[config.mk]
export PLATFORM = sky130hd
export DESIGN_NAME = cmp_flag_unit
export DESIGN_NICKNAME = d
export VERILOG_FILES = /design/src/rtl/cmpf_pkg.sv /design/src/rtl/cmpf_sub_adder.sv /design/src/rtl/cmpf_flag_reg.sv /design/src/rtl/cmpf_cond_eval.sv /design/src/rtl/cmp_flag_unit.sv
export SDC_FILE = /design/constraint.sdc
export NUM_CORES = 1
export LEC_CHECK = 0
export BUFFER_PORTS_ARGS = -buffer_cell sky130_fd_sc_hd__buf_4
export CORE_MARGIN = 4
export CORE_UTILIZATION = 40
export DETAILED_ROUTE_END_ITERATION = 16
export PLACE_DENSITY = 0.73
export SKIP_CTS_REPAIR_TIMING = 1
export SYNTH_ARGS = -nofsm -noshare
export SYNTH_HDL_FRONTEND = slang
export SYNTH_SLANG_ARGS = --single-unit
[constraint.sdc]
create_clock -name clk -period 1.6 [get_ports clk]
set_input_delay 0.08 -clock clk [delete_from_list [all_inputs] [get_ports clk]]
set_output_delay 0.08 -clock clk [all_outputs]
set_load 0.005 [all_outputs]
[src/rtl/cmpf_pkg.sv]
package cmpf_pkg;

    typedef struct packed {
        logic c;
        logic z;
        logic s;
        logic v;
    } flags_t;

    typedef enum logic [2:0] {
        CC_EQ  = 3'b000,
        CC_NE  = 3'b001,
        CC_SLT = 3'b010,
        CC_SGE = 3'b011,
        CC_ULT = 3'b100,
        CC_NEG = 3'b101,
        CC_OVF = 3'b110,
        CC_ALL = 3'b111
    } cond_e;

    localparam int NUM_COND = 8;

endpackage

[src/rtl/cmpf_sub_adder.sv]
module cmpf_sub_adder #(
    parameter int W = 8
) (
    input  logic [W-1:0] a,
    input  logic [W-1:0] b,
    output logic [W-1:0] diff,
    output logic         cout,
    output logic         cin_msb
);
    localparam int LOW = W - 1;

    logic [W:0]   full_sum;
    logic [LOW:0] low_sum;

    // Full-width adder: a + ~b + 1, with one extra bit for the carry-out
    assign full_sum = {1'b0, a} + {1'b0, ~b} + {{W{1'b0}}, 1'b1};
    // Same sum over the bits below the msb: its top bit is the carry into the msb
    assign low_sum  = {1'b0, a[LOW-1:0]} + {1'b0, ~b[LOW-1:0]} + {{LOW{1'b0}}, 1'b1};

    assign diff    = full_sum[W-1:0];
    assign cout    = full_sum[W];
    assign cin_msb = low_sum[LOW];

endmodule

[src/rtl/cmpf_flag_reg.sv]
module cmpf_flag_reg
    import cmpf_pkg::*;
#(
    parameter bit INVERT_BORROW = 1'b0
) (
    input  logic   clk,
    input  logic   rst,
    input  logic   load,
    input  flags_t raw_flags,
    output flags_t cur_flags
);
    flags_t next_flags;

    generate
        if (INVERT_BORROW) begin : g_borrow
            always_comb begin
                next_flags   = raw_flags;
                next_flags.c = ~raw_flags.c;
            end
        end else begin : g_carry
            always_comb next_flags = raw_flags;
        end
    endgenerate

    always_ff @(posedge clk) begin
        if (rst) begin
            cur_flags <= '0;
        end else if (load) begin
            cur_flags <= next_flags;
        end
    end

    AST_RESET_CLEARS: assert property (@(posedge clk) rst |=> (cur_flags == '0));
    AST_FLAGS_HOLD: assert property (@(posedge clk) disable iff (rst)
        !load |=> $stable(cur_flags));

endmodule

[src/rtl/cmpf_cond_eval.sv]
module cmpf_cond_eval
    import cmpf_pkg::*;
#(
    parameter bit INVERT_BORROW = 1'b0
) (
    input  flags_t               flags,
    input  logic [2:0]           cond_sel,
    output logic [NUM_COND-1:0]  preds,
    output logic                 taken
);
    logic raw_carry;

    // Recover the adder carry-out so unsigned ordering ignores the flag convention
    generate
        if (INVERT_BORROW) begin : g_unflip
            assign raw_carry = ~flags.c;
        end else begin : g_direct
            assign raw_carry = flags.c;
        end
    endgenerate

    always_comb begin
        preds         = '0;
        preds[CC_EQ]  = flags.z;
        preds[CC_NE]  = ~flags.z;
        preds[CC_SLT] = flags.s ^ flags.v;
        preds[CC_SGE] = ~(flags.s ^ flags.v);
        preds[CC_ULT] = ~raw_carry;
        preds[CC_NEG] = flags.s;
        preds[CC_OVF] = flags.v;
        preds[CC_ALL] = 1'b1;
    end

    always_comb begin
        unique case (cond_e'(cond_sel))
            CC_EQ:   taken = preds[CC_EQ];
            CC_NE:   taken = preds[CC_NE];
            CC_SLT:  taken = preds[CC_SLT];
            CC_SGE:  taken = preds[CC_SGE];
            CC_ULT:  taken = preds[CC_ULT];
            CC_NEG:  taken = preds[CC_NEG];
            CC_OVF:  taken = preds[CC_OVF];
            CC_ALL:  taken = preds[CC_ALL];
            default: taken = 1'b0;
        endcase
    end

endmodule

[src/rtl/cmp_flag_unit.sv]
module cmp_flag_unit
    import cmpf_pkg::*;
#(
    parameter int W             = 8,
    parameter bit INVERT_BORROW = 1'b0
) (
    input  logic         clk,
    input  logic         rst,
    input  logic         cmp_valid,
    input  logic [W-1:0] op_a,
    input  logic [W-1:0] op_b,
    input  logic [2:0]   cond_sel,
    output logic         flag_carry,
    output logic         flag_zero,
    output logic         flag_sign,
    output logic         flag_ovf,
    output logic         branch_taken
);
    localparam int MSB = W - 1;

    logic [W-1:0]        diff;
    logic                cout;
    logic                cin_msb;
    flags_t              raw_flags;
    flags_t              cur_flags;
    logic [NUM_COND-1:0] preds;

    cmpf_sub_adder #(.W(W)) u_adder (
        .a       (op_a),
        .b       (op_b),
        .diff    (diff),
        .cout    (cout),
        .cin_msb (cin_msb)
    );

    always_comb begin
        raw_flags.c = cout;
        raw_flags.z = ~|diff;
        raw_flags.s = diff[MSB];
        raw_flags.v = cin_msb ^ cout;
    end

    cmpf_flag_reg #(.INVERT_BORROW(INVERT_BORROW)) u_flags (
        .clk       (clk),
        .rst       (rst),
        .load      (cmp_valid),
        .raw_flags (raw_flags),
        .cur_flags (cur_flags)
    );

    cmpf_cond_eval #(.INVERT_BORROW(INVERT_BORROW)) u_cond (
        .flags    (cur_flags),
        .cond_sel (cond_sel),
        .preds    (preds),
        .taken    (branch_taken)
    );

    assign flag_carry = cur_flags.c;
    assign flag_zero  = cur_flags.z;
    assign flag_sign  = cur_flags.s;
    assign flag_ovf   = cur_flags.v;

    // Independent difference, used only by the checks below
    logic [W-1:0] chk_diff;
    assign chk_diff = op_a - op_b;

    AST_ZERO_EQUAL: assert property (@(posedge clk) disable iff (rst)
        cmp_valid |=> (flag_zero == ($past(op_a) == $past(op_b))));
    AST_SIGN_MSB: assert property (@(posedge clk) disable iff (rst)
        cmp_valid |=> (flag_sign == $past(chk_diff[MSB])));
    AST_NO_OVERFLOW: assert property (@(posedge clk) disable iff (rst)
        cmp_valid |=> (flag_ovf == (($past(op_a[MSB]) != $past(op_b[MSB])) &&
                                    ($past(chk_diff[MSB]) != $past(op_a[MSB])))));
    AST_BELOW_UNSIGNED: assert property (@(posedge clk) disable iff (rst)
        cmp_valid |=> (preds[CC_ULT] == ($past(op_a) < $past(op_b))));

endmodule

==> impl_metrics.toml, run 1 <==
[synthesis]
syn_inst = 78
synth_top_area_share_pct = 17.06
synth_edf_count = 0
yosysTopAreaCell = "ha_1"
synth_area_um2 = 586.8
syn-num-nets = 109
yosysUniqueCellTypes = 28
yosysWarnings = 0
synth_ff_type = "dfxtp_1"
synth_area_leaders = "ha_1 (17%), dfxtp_1 (14%), inv_1 (8.3%)"
yosysSeqAreaShare_pct = 13.65
async_flop_share_pct = 0
syn_avg_cell_area_um2 = 7.523
yosys_register_bits = 4

[detailed_routing]
viasPerCell = 5.119
vias = 645
drc = 0
ant_nets = 0
routed_wl_um = 1407
wl_per_cell_um = 11.17
firstDrtPassIters = 3
drtIter0Drc = 1

[sta]
slew-limit-headroom_pct = 75.22
tightest_slew_ns = 0.3623
hold_slack_ns = 0.02667
post-route-period-util_pct = 93.15
fin_ws_ns = 0.1096
finalSetupViolCount = 0
hold_viol_final = 0
rsz0062_at_grt = "no"
fmax_mhz = 671.0
fin_skew_ns = 0
fin_crit_ns = 1.490
slew_violations = 0

[cells_and_area]
seqCellArea_um2 = 83.83
fillCellCount = 131
layout_common_cells = "buf_4 (31), inv_1 (13), nor2_1 (8)"
fin_nets = 144
final_cells = 126
post-route-util_pct = 66.70
antennaDiodeCount = 0
top_regs = "u_flags.cur_flags: 4 flops"
multi_input_area_um2 = 483.0
area_growth_pct = 51.60
layout_commonest_cell = "buf_4"
top_register = "u_flags.cur_flags"
largest_reg_flops = 4
drive_gt1_share_pct = 37.84

[global_route]
gr-max-usage-layer = "met2"
grt_pass1_wl_um = 2449
met1_usage_pct = 18.89
grt_overflow = 0
met3_usage_pct = 1.563
antenna_found_initial = 0
grt_max_degree = 7
grt_usage_pct = 15.42
grt_use_met2_pct = 27.20
grt_pass1_vias = 648

[floorplan]
io_pins = 27
die_h_um = 46.30
initial_core_util_pct = 44.00
rows = 13
die_width_um = 46.30
core_area_mm2 = 0.001334
dieArea_mm2 = 0.002144

[worst_setup_path]
cp_max_fo = 2
crit_path_end_kind = "flop"
cp-start-kind = "input pin"
critPathLaunch = "op_a[0]"
path_class = "input pin to flop"
r2r_start = "u_flags.cur_flags[2]$_SDFFE_PP0P_"
critPathRequiredTime_ns = 1.76
arrival_ns = 1.65
reg2reg_slack_ns = 0.65

[pwr]
vdd_ir_drop_max_mv = 0.3856
pwr-share-seq_pct = 23.4
comb_power_share_pct = 52.1
switching_share_pct = 32.94
clkPwrFrac_pct = 24.5
power.net_switching_mw = 0.1667
p_int_mw = 0.3394
p_leak_nw = 0.4671
p_per_area_mw_per_mm2 = 568.9

[run_status]
outcome = "complete, no violations"

[placed_design]
post-place-ws_ns = -0.2018
dp_hpwl_um = 1245
gp_congestion = 0.7347
port_buffers = 26
dpl.cell_count = 122

[cts]
cts_root_buf = "clkbuf_4"
tritoncts.num_buffers = 3
clock_sinks = 4
cts_tree = "done"
insertion_delay_ns = 0.23
cts.htree.levels = 1
path_clk_slew_ns = 0.04
clk_path_buf_depth = 2

[min_path]
hold_class = "input pin to flop"
hold_start = "rst"

[flow_run]
max-cap-violations = 0
[per-layer routing]
metal,wire length (um),vias to the layer above
li1,-,338
met1,603,292
met2,753,13
met3,39,2
met4,10,0
met5,0,-
[per-stage QoR]
| step | area, um^2 | TNS (ns) | power (mW) |
|---|---|---|---|
| 3_3_place_gp | 838.3 | -0.3453 | 0.3671 |
| 6_report | 889.6 | 0 | 0.5061 |
| 3_5_place_dp | 838.3 | -0.5404 | 0.3737 |
| 4_1_cts | 860.8 | -0.008087 | 0.5022 |
| 2_1_floorplan | 598.1 | 0 | 0.2682 |
| 5_1_grt | 889.6 | 0 | 0.5531 |
[synth_stat cells (2+ instances only)]
cell type,instances
inv_1,13
ha_1,8
nor2_1,8
a21oi_1,5
nand2_1,5
dfxtp_1,4
mux2i_1,4
nor3_1,3
xnor2_1,3
xor2_1,3
a211oi_1,2
a21o_1,2
nand2b_1,2
o21ai_1,2
[path summary, 6_finish.rpt]
path,cells past startpoint,endpoint
worst max-delay path,9,u_flags.cur_flags[2]$_SDFFE_PP0P_
worst min-delay path,2,u_flags.cur_flags[0]$_SDFFE_PP0P_
worst min register to register,2,u_flags.cur_flags[3]$_SDFFE_PP0P_
worst max register to register,2,u_flags.cur_flags[2]$_SDFFE_PP0P_
[cell type report]
| class | instances | area share (%) |
|---|---|---|
| inverter | 13 | 5.485 |
| timing repair buffer | 31 | 26.16 |
| clock buffer | 3 | 2.532 |
| multi-input combinational | 60 | 54.29 |
| tap | 15 | 2.110 |
| sequential | 4 | 9.423 |
[power by group through the flow]
| stage | sequential, mW | combinational, mW | clock, mW |
|---|---|---|---|
| after global routing | 0.120 | 0.299 | 0.134 |
| final | 0.119 | 0.264 | 0.124 |
| after CTS | 0.118 | 0.256 | 0.128 |
| after detailed placement | 0.120 | 0.254 | 0 |
| after global placement | 0.119 | 0.248 | 0 |
| after floorplan | 0.118 | 0.150 | 0 |
[worst max-delay path, stage by stage]
cell       delay [ns]
buf_4            0.07
inv_1            0.03
ha_2             0.19
fa_2             0.36
buf_4            0.14
xnor2_1          0.11
a2111oi_0        0.35
nand4_1          0.17
o21ai_1          0.14
[cells by family after synthesis]
logic type | Yosys count | synth area share [%]
buffers and inverters | 14 | 8.955
AND/OR/NAND/NOR | 23 | 18.98
AO/OA/AOI/OAI | 17 | 20.25
multiplexers | 5 | 8.742
flip-flops | 4 | 13.65
XOR/XNOR | 6 | 8.957
adder cells (fa/ha/maj) | 9 | 20.47
No activity file was read; power rests on OpenSTA's default activity.
==> run 2: changes to the inputs <==
--- a/config.mk
+++ b/config.mk
@@ -6,11 +6,15 @@
 export NUM_CORES = 1
 export LEC_CHECK = 0
 export BUFFER_PORTS_ARGS = -buffer_cell sky130_fd_sc_hd__buf_4
+export CELL_PAD_IN_SITES_DETAIL_PLACEMENT = 0
+export CELL_PAD_IN_SITES_GLOBAL_PLACEMENT = 1
+export CORE_ASPECT_RATIO = 1.5
 export CORE_MARGIN = 4
-export CORE_UTILIZATION = 40
+export CORE_UTILIZATION = 28
 export DETAILED_ROUTE_END_ITERATION = 16
-export PLACE_DENSITY = 0.73
+export PLACE_DENSITY_LB_ADDON = 0.1
 export SKIP_CTS_REPAIR_TIMING = 1
+export SLEW_MARGIN = 20
 export SYNTH_ARGS = -nofsm -noshare
 export SYNTH_HDL_FRONTEND = slang
 export SYNTH_SLANG_ARGS = --single-unit
==> run 2 against run 1 <==
  * Flip-flop and latch count unchanged
  * Critical path type is now flop to output port
  * Critical path depth down 2
  * First-iteration DRC count rose to 4.0 times the previous value
  * Final area up 2.0%
  * Combinational power about the same
  * Total power up 0.18%
  * Register-to-register slack better by 0.02 ns
  * Clock power about the same
  * Routed wire length down 0.92%
  * Via count down 0.62%
  * Core utilization down 21 points
==> impl_metrics.toml, run 2 (synthesis gave the netlist of run 1 again) <==
[worst_setup_path]
path_class = "flop to output port"
cp_common_cell = "nand2_1"
reg2reg_slack_ns = 0.67
cpMaxStageDelayCell = "dfxtp_4"
arrival_ns = 1.41
cp_max_fo = 4
r2r_start = "u_flags.cur_flags[2]$_SDFFE_PP0P_"
critPathCapture = "branch_taken"
rr_worst_depth = 2
critPathRequiredTime_ns = 1.52
r2r_end = "u_flags.cur_flags[2]$_SDFFE_PP0P_"
path_buf_inv = 1
crit_path_end_kind = "output port"
cp-start-kind = "flop"
critPathLaunch = "u_flags.cur_flags[0]$_SDFFE_PP0P_"
critPathMaxStageDelay_ns = 0.36
cp_top_family = "compound AO/OA/AOI/OAI gates"
crit_chain = "nor3_2 > a21oi_1 > nand2_1 > o21ai_1 > nand2_1 > a221o_1 > buf_4"
crit_cells = 7

[pwr]
p_per_area_mw_per_mm2 = 559.0
p_leak_nw = 0.4718
vdd_ir_drop_max_mv = 0.1605
total_power_mw = 0.5071

[cells_and_area]
area_growth_pct = 54.58
fillCellCount = 226
drive_gt1_share_pct = 38.39
layout_commonest_cell = "buf_4"
largest_reg_flops = 4
top_regs = "u_flags.cur_flags: 4 flops"
layout_common_cells = "buf_4 (32), inv_1 (13), nor2_1 (8)"
fin_nets = 145
post-route-cell-area_um2 = 907.1
final_cells = 134
antennaDiodeCount = 0
top_register = "u_flags.cur_flags"

[min_path]
hold_class = "input pin to flop"

[global_route]
grt_overflow = 0
grt_usage_pct = 11.52
grt_pass1_wl_um = 2608
grt_pass1_vias = 682
antenna_found_initial = 0
grt_max_degree = 7

[placed_design]
postPlaceCellArea_um2 = 862.1
port_buffers = 26
dpl.cell_count = 131
gp_congestion = 0.7466
dp_hpwl_um = 1249

[sta]
slew_violations = 0
rsz0062_at_grt = "yes"
slew-limit-headroom_pct = 78.68
fmax_mhz = 671.3
fin_crit_ns = 1.490
tightest_slew_ns = 0.3189
hold_viol_final = 0
finalSetupViolCount = 0
fin_skew_ns = 0
post-route-period-util_pct = 93.10

[cts]
path_clk_slew_ns = 0.04
insertion_delay_ns = 0.23
tritoncts.num_buffers = 3
cts_tree = "done"
cts_root_buf = "clkbuf_4"
clk_path_buf_depth = 2
cts.htree.levels = 1
clock_sinks = 4

[floorplan]
io_pins = 27
rows = 20
core_area_mm2 = 0.002002
dieArea_mm2 = 0.002907
die_h_um = 64.07
initial_core_util_pct = 29.31
die_width_um = 45.38

[detailed_routing]
viasPerCell = 4.784
firstDrtPassIters = 3
wl_per_cell_um = 10.40
routed_wl_um = 1394
ant_nets = 0
vias = 641
drc = 0
drtIter0Drc = 4

[run_status]
outcome = "complete, no violations"

[flow_run]
max-cap-violations = 0
## run 2: cell count changes in the layout (fill, tap and decap cells not counted), sizes merged
cell,change
buf,+1
## run 2: cell type report
type | count | area, um^2 | share of cell area, %
clock buffer | 3 | 22.52 | 2.483
inverter | 13 | 48.80 | 5.379
multi-input combinational | 60 | 484.2 | 53.38
sequential | 4 | 83.83 | 9.241
tap | 22 | 27.53 | 3.034
timing repair buffer | 32 | 240.2 | 26.48
## run 2: through the flow
| stage | hold WS, ns | util, % | setup WS [ns] | setup TNS (ns) |
|---|---|---|---|---|
| after floorplan | 0.1524 | - | 0.007998 | 0 |
| after global placement | 0.2811 | 43.06 | -0.1661 | -0.4183 |
| after detailed placement | 0.2836 | 43.06 | -0.1967 | -0.4499 |
| after CTS | 0.03639 | 44.19 | -0.03156 | -0.03156 |
| after global routing | 0.04579 | 45.31 | -0.02107 | -0.02107 |
| final | 0.03343 | 45.31 | 0.1104 | 0 |
## run 2: layer usage
layer	track usage (%)	vias up	wire length, um
li1	-	340	-
met5	0	-	0
met2	21.68	16	808
met4	5.495	0	18
met1	11.43	283	489
met3	1.408	2	79
## run 2: where the power goes
| part | leakage, nW | internal (mW) | switching [mW] |
|---|---|---|---|
| logic | 0.425 | 0.150 | 0.118 |
| registers | 0.0334 | 0.109 | 0.00954 |
| clock network | 0.0138 | 0.0837 | 0.0381 |
| total | 0.472 | 0.342 | 0.165 |
## run 2: how the worst min path moves through the flow
| stage | startpoint | end | slack [ns] | cells past startpoint |
|---|---|---|---|---|
| after floorplan | rst | u_flags.cur_flags[1]$_SDFFE_PP0P_ | 0.15 | 1 |
| after global placement | rst | u_flags.cur_flags[1]$_SDFFE_PP0P_ | 0.28 | 2 |
| after detailed placement | rst | u_flags.cur_flags[1]$_SDFFE_PP0P_ | 0.28 | 2 |
| after CTS | rst | u_flags.cur_flags[0]$_SDFFE_PP0P_ | 0.04 | 2 |
| after global routing | rst | u_flags.cur_flags[0]$_SDFFE_PP0P_ | 0.05 | 2 |
| final | rst | u_flags.cur_flags[0]$_SDFFE_PP0P_ | 0.03 | 2 |
==> run 3: changes to the inputs <==
--- a/config.mk
+++ b/config.mk
@@ -8,9 +8,8 @@
 export BUFFER_PORTS_ARGS = -buffer_cell sky130_fd_sc_hd__buf_4
 export CELL_PAD_IN_SITES_DETAIL_PLACEMENT = 0
 export CELL_PAD_IN_SITES_GLOBAL_PLACEMENT = 1
-export CORE_ASPECT_RATIO = 1.5
 export CORE_MARGIN = 4
-export CORE_UTILIZATION = 28
+export CORE_UTILIZATION = 31
 export DETAILED_ROUTE_END_ITERATION = 16
 export PLACE_DENSITY_LB_ADDON = 0.1
 export SKIP_CTS_REPAIR_TIMING = 1
==> constraint.sdc (replaced) <==
create_clock -name clk -period 1.4 [get_ports clk]
set_input_delay 0.07 -clock clk [delete_from_list [all_inputs] [get_ports clk]]
set_output_delay 0.07 -clock clk [all_outputs]
set_load 0.005 [all_outputs]
==> run 3 against run 2 <==
  * The run now ends with setup timing left
  * Combinational power up 39%
  * Clock power up 12%
  * Clock-buffer cell count unchanged
  * Critical path depth unchanged
  * Largest cell class unchanged
  * Die area down 8.8%
  * Critical endpoint unchanged
  * Final area up 18%
  * Clock skew unchanged
  * First-iteration DRC count up 25%
==> impl_metrics.toml, run 3 (synthesis gave the netlist of run 1 again) <==
[run_status]
outcome = "complete, but fails checks"
violations = "setup timing"

[cts]
insertion_delay_ns = 0.23
cts.htree.levels = 1
cts_root_buf = "clkbuf_4"
clock_sinks = 4
cts_tree = "done"
path_clk_slew_ns = 0.04
clk_path_buf_depth = 2
tritoncts.num_buffers = 3

[pwr]
total_power_mw = 0.6440
p_leak_nw = 0.5136
vdd_ir_drop_max_mv = 0.4944
p_per_area_mw_per_mm2 = 601.3

[sta]
hold_slack_ns = 0.02525
hold_viol_final = 0
fin_ws_ns = -0.04445
slew_violations = 0
slew-limit-headroom_pct = 81.13
setup-tns-final_ns = -0.04715
fin_crit_ns = 1.444
finalSetupViolCount = 2
tightest_slew_ns = 0.2826
rsz0062_at_grt = "yes"
fin_skew_ns = 0
fmax_mhz = 692.3
post-route-period-util_pct = 103.2

[worst_setup_path]
cp-start-kind = "flop"
arrival_ns = 1.37
path_class = "flop to output port"
crit_path_end_kind = "output port"
critPathRequiredTime_ns = 1.33
cp_max_fo = 5

[placed_design]
post-place-ws_ns = -0.2893
postPlaceCellArea_um2 = 949.7
dpl.cell_count = 140
port_buffers = 26
dp_hpwl_um = 1259
gp_congestion = 0.7028

[min_path]
hold_class = "input pin to flop"

[detailed_routing]
drc = 0
routed_wl_um = 1512
ant_nets = 0
viasPerCell = 4.678
drtIter0Drc = 5
vias = 669
firstDrtPassIters = 4
wl_per_cell_um = 10.57

[cells_and_area]
layout_common_cells = "buf_4 (35), inv_1 (9), nor2_1 (7)"
post-route-cell-area_mm2 = 0.001071
area_growth_pct = 82.52
final_cells = 143
post-route-util_pct = 60.71
antennaDiodeCount = 0
top_register = "u_flags.cur_flags"
drive_gt1_share_pct = 53.39
top_regs = "u_flags.cur_flags: 4 flops"
largest_reg_flops = 4
layout_commonest_cell = "buf_4"
fin_nets = 151

[global_route]
grt_pass1_wl_um = 2428
grt_overflow = 0
grt_usage_pct = 11.91
grt_pass1_vias = 610
antenna_found_initial = 0
grt_max_degree = 7

[flow_run]
max-cap-violations = 0

[floorplan]
die_h_um = 51.51
io_pins = 27
initial_core_util_pct = 33.26
rows = 15
dieArea_mm2 = 0.002653
die_width_um = 51.51
core_area_mm2 = 0.001764
==> run 3: changes by cell type in the layout (fill, tap and decap cells not counted), sizes merged <==
cell	delta
buf	+6
==> run 3: worst max-delay path, stage by stage, from the launching register on <==
cell and delay, ns:
dfxtp_4 0.37, nor3_2 0.04, a21oi_1 0.11, nand2_1 0.06
o21ai_1 0.07, nand2_1 0.06, a221o_1 0.30, buf_4 0.13
==> run 3: final cells by class <==
cell class                      count  area, um^2
Clock buffer                        3       22.52
Fill cell                         166       693.2
Inverter                           13       58.81
Multi-Input combinational cell     60       574.3
Sequential cell                     4       83.83
Tap cell                           25       31.28
Timing Repair Buffer               38       300.3
==> run 3: report_power, final <==
| group | total, mW | switching (mW) | internal (mW) | leakage, nW |
|---|---|---|---|---|
| Combinational | 0.371 | 0.159 | 0.212 | 0.466 |
| Sequential | 0.136 | 0.0118 | 0.124 | 0.0334 |
| Clock | 0.137 | 0.0420 | 0.0955 | 0.0138 |
==> run 3: routing by layer <==
metal  vias up  routed length, um  GRT usage (%)  share of wire (%)
met3         4                 86          3.725                5.7
met4         0                 25          3.930                1.7
li1        351                  -              -                  -
met1       296                637          14.56                 42
met2        18                763          19.70                 50
met5         -                  0              0                  0
==> run 3: path summary, 6_finish.rpt <==
check | startpoint | endpoint | slack (ns) | cells past startpoint
setup reg to reg | u_flags.cur_flags[2]$_SDFFE_PP0P_ | u_flags.cur_flags[2]$_SDFFE_PP0P_ | 0.43 | 2
hold reg to reg | u_flags.cur_flags[3]$_SDFFE_PP0P_ | u_flags.cur_flags[3]$_SDFFE_PP0P_ | 0.53 | 2
setup / recovery | u_flags.cur_flags[0]$_SDFFE_PP0P_ | branch_taken | -0.04 | 7
hold / removal | rst | u_flags.cur_flags[0]$_SDFFE_PP0P_ | 0.03 | 2
